### src/rtl/tmr_ce_pkg.sv
package tmr_ce_pkg;

  localparam int NTAP = 4;

  typedef enum logic [2:0] {
    SEL_OFF      = 3'd0,
    SEL_SYS      = 3'd1,
    SEL_DIV8     = 3'd2,
    SEL_DIV64    = 3'd3,
    SEL_DIV256   = 3'd4,
    SEL_DIV1024  = 3'd5,
    SEL_PIN_FALL = 3'd6,
    SEL_PIN_RISE = 3'd7
  } src_sel_e;

  // Number of low counter bits that set the period of each tap.
  function automatic int tap_bits(input int idx);
    case (idx)
      0:       return 3;
      1:       return 6;
      2:       return 8;
      default: return 10;
    endcase
  endfunction

  localparam int CNT_W = tap_bits(NTAP - 1);

endpackage

### src/rtl/tmr_ce_rst_sync.sv
module tmr_ce_rst_sync (
  input  logic clk,
  input  logic rst_n,
  output logic rst_n_sync
);
  logic [1:0] stage_q;
  logic [1:0] stage_d;

  always_comb stage_d = {stage_q[0], 1'b1};

  always_ff @(posedge clk or negedge rst_n) begin
    if (!rst_n) stage_q <= 2'b00;
    else        stage_q <= stage_d;
  end

  assign rst_n_sync = stage_q[1];
endmodule

### src/rtl/tmr_ce_presc.sv
module tmr_ce_presc
  import tmr_ce_pkg::*;
#(
  parameter int W = CNT_W
) (
  input  logic            clk,
  input  logic            rst_n,
  input  logic            clr,
  output logic [NTAP-1:0] tap
);
  logic [W-1:0] cnt_q;
  logic [W-1:0] cnt_d;

  always_comb begin
    if (clr) cnt_d = '0;
    else     cnt_d = cnt_q + W'(1);
  end

  always_ff @(posedge clk or negedge rst_n) begin
    if (!rst_n) cnt_q <= '0;
    else        cnt_q <= cnt_d;
  end

  for (genvar i = 0; i < NTAP; i++) begin : g_tap
    localparam int B = tap_bits(i);
    assign tap[i] = &cnt_q[B-1:0];
  end

  // the cycle after a clear holds a zero count, so no tap fires
  a_r5_clr_quiet: assert property (@(posedge clk) disable iff (!rst_n)
    clr |=> (tap == '0));

  // the shortest tap never fires in two cycles in a row
  a_r3_tap_single: assert property (@(posedge clk) disable iff (!rst_n)
    tap[0] |=> !tap[0]);

  for (genvar j = 1; j < NTAP; j++) begin : g_nest
    // a longer period is a multiple of the shorter one
    a_r3_tap_nest: assert property (@(posedge clk) disable iff (!rst_n)
      tap[j] |-> tap[j-1]);
  end
endmodule

### src/rtl/tmr_ce_pin_edge.sv
module tmr_ce_pin_edge (
  input  logic clk,
  input  logic rst_n,
  input  logic pin,
  output logic rise,
  output logic fall
);
  logic lat_q;
  logic sync_q;
  logic prev_q;
  logic rise_q, rise_d;
  logic fall_q, fall_d;

  // Captured while the clock is high, held from its falling edge.
  always_ff @(negedge clk or negedge rst_n) begin
    if (!rst_n) lat_q <= 1'b0;
    else        lat_q <= pin;
  end

  always_comb begin
    rise_d = sync_q & ~prev_q;
    fall_d = ~sync_q & prev_q;
  end

  always_ff @(posedge clk or negedge rst_n) begin
    if (!rst_n) begin
      sync_q <= 1'b0;
      prev_q <= 1'b0;
      rise_q <= 1'b0;
      fall_q <= 1'b0;
    end else begin
      sync_q <= lat_q;
      prev_q <= sync_q;
      rise_q <= rise_d;
      fall_q <= fall_d;
    end
  end

  assign rise = rise_q;
  assign fall = fall_q;

  // one sampled transition has a single polarity
  a_r9_one_polarity: assert property (@(posedge clk) disable iff (!rst_n)
    !(rise_q && fall_q));

  // a rising pulse lasts one cycle
  a_r7_rise_single: assert property (@(posedge clk) disable iff (!rst_n)
    rise_q |=> !rise_q);

  // a falling pulse lasts one cycle
  a_r8_fall_single: assert property (@(posedge clk) disable iff (!rst_n)
    fall_q |=> !fall_q);
endmodule

### src/rtl/tmr_ce_chan.sv
module tmr_ce_chan
  import tmr_ce_pkg::*;
(
  input  logic            clk,
  input  logic            rst_n,
  input  logic [2:0]      sel,
  input  logic [NTAP-1:0] tap,
  input  logic            rise,
  input  logic            fall,
  output logic            en
);
  always_comb begin
    case (sel)
      SEL_OFF:      en = 1'b0;
      SEL_SYS:      en = 1'b1;
      SEL_DIV8:     en = tap[0];
      SEL_DIV64:    en = tap[1];
      SEL_DIV256:   en = tap[2];
      SEL_DIV1024:  en = tap[3];
      SEL_PIN_FALL: en = fall;
      default:      en = rise;
    endcase
  end

  // a stopped channel stays silent
  a_r1_off_silent: assert property (@(posedge clk) disable iff (!rst_n)
    (sel == SEL_OFF) |-> !en);

  // divide-by-8 never gives back-to-back enables
  a_r3_div8_gap: assert property (@(posedge clk) disable iff (!rst_n)
    ((sel == SEL_DIV8) && en) |=> !tap[0]);
endmodule

### src/rtl/tmr_ce_gen.sv
module tmr_ce_gen
  import tmr_ce_pkg::*;
#(
  parameter int NCH = 3
) (
  input  logic             clk,
  input  logic             rst_n,
  input  logic             presc_clr,
  input  logic             ext_pin,
  input  logic [3*NCH-1:0] chan_sel,
  output logic [NCH-1:0]   cnt_en
);
  logic            rst_n_int;
  logic [NTAP-1:0] tap;
  logic            pin_rise;
  logic            pin_fall;

  tmr_ce_rst_sync u_rst (
    .clk        (clk),
    .rst_n      (rst_n),
    .rst_n_sync (rst_n_int)
  );

  tmr_ce_presc #(.W(CNT_W)) u_presc (
    .clk   (clk),
    .rst_n (rst_n_int),
    .clr   (presc_clr),
    .tap   (tap)
  );

  tmr_ce_pin_edge u_pin (
    .clk   (clk),
    .rst_n (rst_n_int),
    .pin   (ext_pin),
    .rise  (pin_rise),
    .fall  (pin_fall)
  );

  for (genvar c = 0; c < NCH; c++) begin : g_ch
    tmr_ce_chan u_chan (
      .clk   (clk),
      .rst_n (rst_n_int),
      .sel   (chan_sel[3*c +: 3]),
      .tap   (tap),
      .rise  (pin_rise),
      .fall  (pin_fall),
      .en    (cnt_en[c])
    );

    // the system-clock source enables every cycle
    a_r2_sys_every: assert property (@(posedge clk) disable iff (!rst_n_int)
      (chan_sel[3*c +: 3] == 3'd1) |-> cnt_en[c]);
  end
endmodule

### config.mk
export PLATFORM = sky130hd
export DESIGN_NAME = tmr_ce_gen
export DESIGN_NICKNAME = d
export VERILOG_FILES = /design/src/rtl/tmr_ce_pkg.sv /design/src/rtl/tmr_ce_rst_sync.sv /design/src/rtl/tmr_ce_presc.sv /design/src/rtl/tmr_ce_pin_edge.sv /design/src/rtl/tmr_ce_chan.sv /design/src/rtl/tmr_ce_gen.sv
export SDC_FILE = /design/constraint.sdc
export NUM_CORES = 1
export LEC_CHECK = 0
export ABC_AREA = 0
export BUFFER_PORTS_ARGS = -buffer_cell sky130_fd_sc_hd__buf_2
export CAP_MARGIN = 15
export CORE_MARGIN = 4
export CORE_UTILIZATION = 40
export CTS_CLUSTER_SIZE = 25
export DETAILED_ROUTE_END_ITERATION = 10
export GPL_TIMING_DRIVEN = 0
export HOLD_SLACK_MARGIN = 0.02
export MAX_ROUTING_LAYER = met4
export SLEW_MARGIN = 0
export SYNTH_ARGS = -nofsm -noshare
export SYNTH_HDL_FRONTEND = slang
export SYNTH_SLANG_ARGS = --single-unit
### constraint.sdc
create_clock -name clk -period 1.8 [get_ports clk]
set_input_delay 0.18 -clock clk [delete_from_list [all_inputs] [get_ports clk]]
set_output_delay 0.18 -clock clk [all_outputs]
set_load 0.02 [all_outputs]
==> results_dict.tcl, run 1 <==
set metrics [dict create \
    status "finished, final reports clean" \
    hold_ws_ns 0.192 \
    drive_above_1_share_pct 30.9 \
    crit-reg2reg-launch "u_rst.stage_q[1]" \
    pin_count 16 \
    wire_per_inst_um 11.9 \
    crit_fanout 4 \
    hold_viol 0 \
    cts_buffers 3 \
    finalWeightedCongestion 0.739 \
    root_buffer "clkbuf_4" \
    yosys.area.top_type "dfrtp_1" \
    yosys_most_used_dff "dfrtp_1" \
    drtPass1Iterations 3 \
    synth.cell_area_um2 907 \
    ant_nets 0 \
    grt_pass1_vias 679 \
    place_area_um2 1010 \
    r2r_cells 0 \
    r2r_end "u_pin.lat_q" \
    grt-ovfl-total 0 \
    fp.dieW_um 55.6 \
    cp-start-kind "flop" \
    worst_ir_drop_vdd_v 0.000511 \
    fin_area_um2 1130 \
    synth.top_cell.area_share_pct 44.1 \
    routed_via_density 5.02 \
    postSynthAreaPerCell_um2 10.3 \
    synth_area_leaders "dfrtp_1, nor2b_1, xor2_1" \
    synth.distinct_cells 35 \
    yosys_warnings 0 \
    wl_mm 1.63 \
    slew_violations 0 \
    synth_common_cells "dfrtp_1, nor2_1, nor2b_1" \
    start_util_pct 44.0 \
    die_y_um 55.6 \
    netlist_instances 88 \
    min_path_type "in -> async" \
    drc 0 \
    clock_sinks 17 \
    fmaxAchievable_ghz 0.559 \
    slew_headroom_pct 62.4 \
    io_buffers 14 \
    fin_total_pwr_mw 0.696 \
    r2r_slack_ns 0.38 \
    post-route-util_pct 54.8 \
    drt_iter0_drc 6 \
    fillers 204 \
    rsz0062_at_grt "true" \
    rows 16 \
    die_area_um2 3090 \
    synth_nets 103 \
    tightest_slew_ns 0.563 \
    async_flop_share_pct 100 \
    setup_violations 0 \
    track_usage_pct 11.9 \
    cap_violations 0 \
    htreeDepth 1 \
    clock_path_buffers 2 \
    fin_nets 126 \
    yosysMostFrequentCell "dfrtp_1" \
    cts_tree "built" \
    ys_seq_area_share_pct 46.9 \
    fp.coreArea_um2 2060 \
    clock_latency_ns 0.28 \
    min_period_over_period_pct 99.4 \
    cp-end-kind "output pin" \
    cp.arrival_ns 1.61 \
    antenna_found_initial 0 \
    grt_max_degree 16 \
    path_clk_slew_ns 0.09 \
    diodes 0 \
    grt_pass1_wl_mm 2.93 \
    powerDensity_nw_per_um2 616 \
    dp_hpwl_mm 1.20 \
    fin_crit_ns 1.79 \
    worstSetupPathType "reg -> out" \
    areaGrowthSynthToFinish_pct 24.6 \
    dr_total_vias 688 \
    synth_edf_count 0 \
    power.leakage_nw 0.524 \
    ys_seq_elements 17 \
    crit_required_ns 1.62 \
    fin_skew_ns 0.00312 \
]
-- worst max-delay path by stage --
stage,start,end,cells after the start
detailed placement,u_presc.cnt_q[0],cnt_en[2],7
global placement,u_presc.cnt_q[0],cnt_en[2],7
CTS,u_presc.cnt_q[1],cnt_en[2],6
global route,u_presc.cnt_q[0],cnt_en[0],7
floorplan,u_presc.cnt_q[0],cnt_en[2],6
finish,u_presc.cnt_q[0],cnt_en[1],7
-- layer usage --
| metal | global-route usage, % | up-vias | wire (um) |
|---|---|---|---|
| met5 | - | - | 0 |
| met4 | 5.21 | 0 | 14 |
| met3 | 2.78 | 2 | 91 |
| met2 | 17.7 | 12 | 731 |
| met1 | 15.4 | 328 | 795 |
| li1 | - | 346 | - |
-- final cells by class --
type	count	area [um2]	share of cell area, %
well taps	27	33.8	2.99
multi-input cells	65	492	43.5
clock buffers	4	26.3	2.33
plain buffers	2	11.3	0.997
repair buffers	20	133	11.7
flip-flops and latches	17	427	37.8
inverters	2	7.51	0.664
-- sequential cells by signal (all words and copies together), names as in the netlist --
register       flops
u_pin.sync_q       1
u_pin.prev_q       1
u_pin.lat_q        1
u_pin.rise         1
u_pin.fall         1
u_rst.stage_q      2
u_presc.cnt_q     10
-- worst max-delay path, stage by stage, from the launching register on --
cell	delay, ns
dfrtp_1	0.40
ha_4	0.19
nand2_4	0.09
nor3_4	0.17
o21ai_1	0.08
a31oi_1	0.17
buf_4	0.13
buf_6	0.10
-- per-stage QoR --
stage	worst slack, ns	TNS, ns	cells
final	0.0103	0	137
after global routing	-0.0974	-0.237	137
after CTS	-0.0338	-0.0338	137
after detailed placement	0.0343	0	129
after global placement	0.0448	0	129
after floorplan	0.277	0	88
-- cells by family (layout without fill, tap and decap cells) --
group | Yosys count | count (layout) | share of synthesized area, %
other | 1 | 1 | 0.413
DFF | 17 | 17 | 46.9
muxes | 1 | 1 | 1.65
buffers and inverters | 6 | 28 | 3.72
xor gates and xnor gates | 7 | 7 | 6.76
and+or+nand+nor | 40 | 40 | 27.2
adders and majority gates | 2 | 2 | 2.76
AOI/OAI and AO/OA | 14 | 14 | 10.6
-- cells in the final DEF (no fill, tap or decap), drive strengths merged --
cell type / n
nor2b: 7
and2: 1
a21oi: 2
nand2: 4
dlygate4sd3: 1
xor2: 5
clkbuf: 5
buf: 20
dfrtp: 16
a31oi: 1
nand4b: 1
conb: 1
o22ai: 1
xnor2: 2
o211ai: 1
nor3b: 2
nand2b: 1
nand4: 3
and3: 2
nand3b: 3
ha: 2
dfrtn: 1
nor3: 2
nand3: 3
a22o: 1
o21ai: 5
a22oi: 1
o31ai: 1
inv: 2
a21boi: 1
nor2: 11
mux2: 1
-- where the power goes --
part	total [mW]	internal (mW)	switching, mW
Clock	0.194	0.0859	0.108
Sequential	0.412	0.395	0.0169
Combinational	0.0894	0.0480	0.0415
Total	0.696	0.529	0.167
-- timing repair --
item	CTS	global route
setup endpoints to repair	3	3
hold buffers	1	0
hold endpoints to repair	2	0
pin swaps	9	2
gates resized for setup	15	0
buffers inserted	5	0
Power figures use the tool's default switching activity.
==> run 2: changes to the inputs <==
--- a/config.mk
+++ b/config.mk
@@ -15,6 +15,7 @@
 export GPL_TIMING_DRIVEN = 0
 export HOLD_SLACK_MARGIN = 0.02
 export MAX_ROUTING_LAYER = met4
+export SETUP_SLACK_MARGIN = 0.4
 export SLEW_MARGIN = 0
 export SYNTH_ARGS = -nofsm -noshare
 export SYNTH_HDL_FRONTEND = slang
==> run 2 against run 1 <==
  * The flow now finishes with violations (setup timing)
  * Die area did not move
  * Combinational power rose by 0.7%
  * Cell count fell by 0.73%
  * Sequential share of layout area rose by 0.53 points
  * Critical path depth did not move
  * Critical endpoint is now cnt_en[2]
  * Total power rose by 2.0%
  * Fmax fell by 5.7%
  * Largest cell class unchanged
==> results_dict.tcl, run 2 (synthesized netlist as in run 1, its figures left out) <==
set metrics [dict create \
    status "finished, violations left" \
    violations "setup timing" \
    clkPwrFrac_pct 29.1 \
    crit-reg2reg-launch "u_pin.lat_q" \
    ant_nets 0 \
    htreeDepth 1 \
    cap_violations 0 \
    final_cell_mix "dfrtp_1, buf_2, nor2_1" \
    r2r_end "u_pin.sync_q" \
    cp.arrival_ns 1.72 \
    wire_per_inst_um 12.0 \
    fin_crit_ns 1.90 \
    routed_via_density 4.96 \
    power.leakage_nw 0.505 \
    grt_max_degree 16 \
    clock_latency_ns 0.30 \
    crit_fanout 3 \
    largest_register_ffs 10 \
    worst_ir_drop_vdd_v 0.000551 \
    dp_hpwl_mm 1.22 \
    fmaxAchievable_ghz 0.527 \
    fp.dieW_um 55.6 \
    min_path_type "in -> async" \
    powerDensity_nw_per_um2 635 \
    fin_nets 125 \
    areaGrowthSynthToFinish_pct 23.2 \
    combPwrFrac_pct 12.7 \
    clock_path_buffers 2 \
    fp.coreArea_um2 2060 \
    finalWeightedCongestion 0.719 \
    min_period_over_period_pct 105 \
    root_buffer "clkbuf_4" \
    grt-ovfl-total 0 \
    grt_pass1_wl_mm 2.86 \
    hold_viol 0 \
    fin_area_um2 1120 \
    cts_tree "built" \
    drt_iter0_drc 8 \
    setup_violations 3 \
    cts_buffers 3 \
    wl_mm 1.64 \
    start_util_pct 44.0 \
    drc 0 \
    top_register "u_presc.cnt_q" \
    setup-tns-final_ns -0.230 \
    post-route-util_pct 54.2 \
    drive_above_1_share_pct 32.1 \
    rows 16 \
    crit_required_ns 1.62 \
    place_ws_ns 0.131 \
    pin_count 16 \
    seqPwrFrac_pct 58.2 \
    r2r_slack_ns 0.45 \
    clock_sinks 17 \
    p_int_mw 0.528 \
    slew_violations 0 \
    rsz0062_at_grt "true" \
    die_area_um2 3090 \
    cp-end-kind "output pin" \
    r2r_cells 0 \
    path_clk_slew_ns 0.10 \
    cp-start-kind "flop" \
    power.switching_mw 0.181 \
    fin_skew_ns 0.00504 \
    die_y_um 55.6 \
    largest_registers "u_presc.cnt_q x10, u_rst.stage_q x2" \
    dr_total_vias 674 \
    antenna_found_initial 0 \
    hold_ws_ns 0.168 \
    grt_pass1_vias 675 \
    layout_commonest_cell "dfrtp_1" \
    timing.final.ws_setup_ns -0.0977 \
    io_buffers 14 \
    place_area_um2 1040 \
    track_usage_pct 12.1 \
    switching_share_pct 25.6 \
    worstSetupPathType "reg -> out" \
    drtPass1Iterations 3 \
    diodes 0 \
]
run 2: cell type report:
type | count | area, um2
fillers | 192 | 945
plain buffers | 4 | 26.3
flip-flops and latches | 17 | 428
inverters | 2 | 7.51
repair buffers | 17 | 108
clock inverters | 1 | 5.00
multi-input cells | 65 | 487
clock buffers | 3 | 22.5
well taps | 27 | 33.8
run 2: per-stage QoR:
step | instances | total power [mW]
3_3_place_gp | 129 | 0.501
5_1_grt | 136 | 0.748
2_1_floorplan | 88 | 0.469
6_report | 136 | 0.710
4_1_cts | 136 | 0.716
3_5_place_dp | 129 | 0.503
run 2: power by group through the flow:
stage               registers (mW)  logic (mW)  clock network [mW]
finish                       0.413      0.0900               0.206
global route                 0.416      0.0996               0.232
CTS                          0.414      0.0911               0.210
detailed placement           0.422      0.0818                   0
global placement             0.421      0.0800                   0
floorplan                    0.417      0.0524                   0
run 2: how the worst max path moves through the flow:
stage                startpoint         to  slack, ns  depth (start not counted)
6_report       u_presc.cnt_q[0]  cnt_en[2]       -0.1                          7
5_1_grt        u_presc.cnt_q[0]  cnt_en[2]      -0.18                          7
4_1_cts        u_presc.cnt_q[0]  cnt_en[2]      -0.11                          7
3_5_place_dp   u_presc.cnt_q[0]  cnt_en[2]       0.13                          7
3_3_place_gp   u_presc.cnt_q[0]  cnt_en[2]       0.14                          7
2_1_floorplan  u_presc.cnt_q[0]  cnt_en[2]       0.35                          6
run 2: worst max-delay path, stage by stage (launching register included):
cell and delay, ns:
dfrtp_1 0.42, ha_4 0.19, ha_4 0.16, a22o_1 0.18
a22oi_2 0.13, o31ai_2 0.08, buf_4 0.13, buf_6 0.12
run 2: timing repair:
action                     4_1_cts  5_1_grt
hold buffers                     1        0
setup endpoints to repair        4        4
gates resized for setup         10        1
pin swaps                        4        0
hold endpoints to repair         2        0
buffers inserted                 2        0
run 2: layer usage:
| metal | vias up | global-route usage [%] | wire length (um) |
|---|---|---|---|
| li1 | 344 | - | - |
| met1 | 306 | 14.5 | 772 |
| met2 | 19 | 18.2 | 699 |
| met3 | 5 | 2.55 | 112 |
| met4 | 0 | 8.33 | 52 |
| met5 | - | - | 0 |
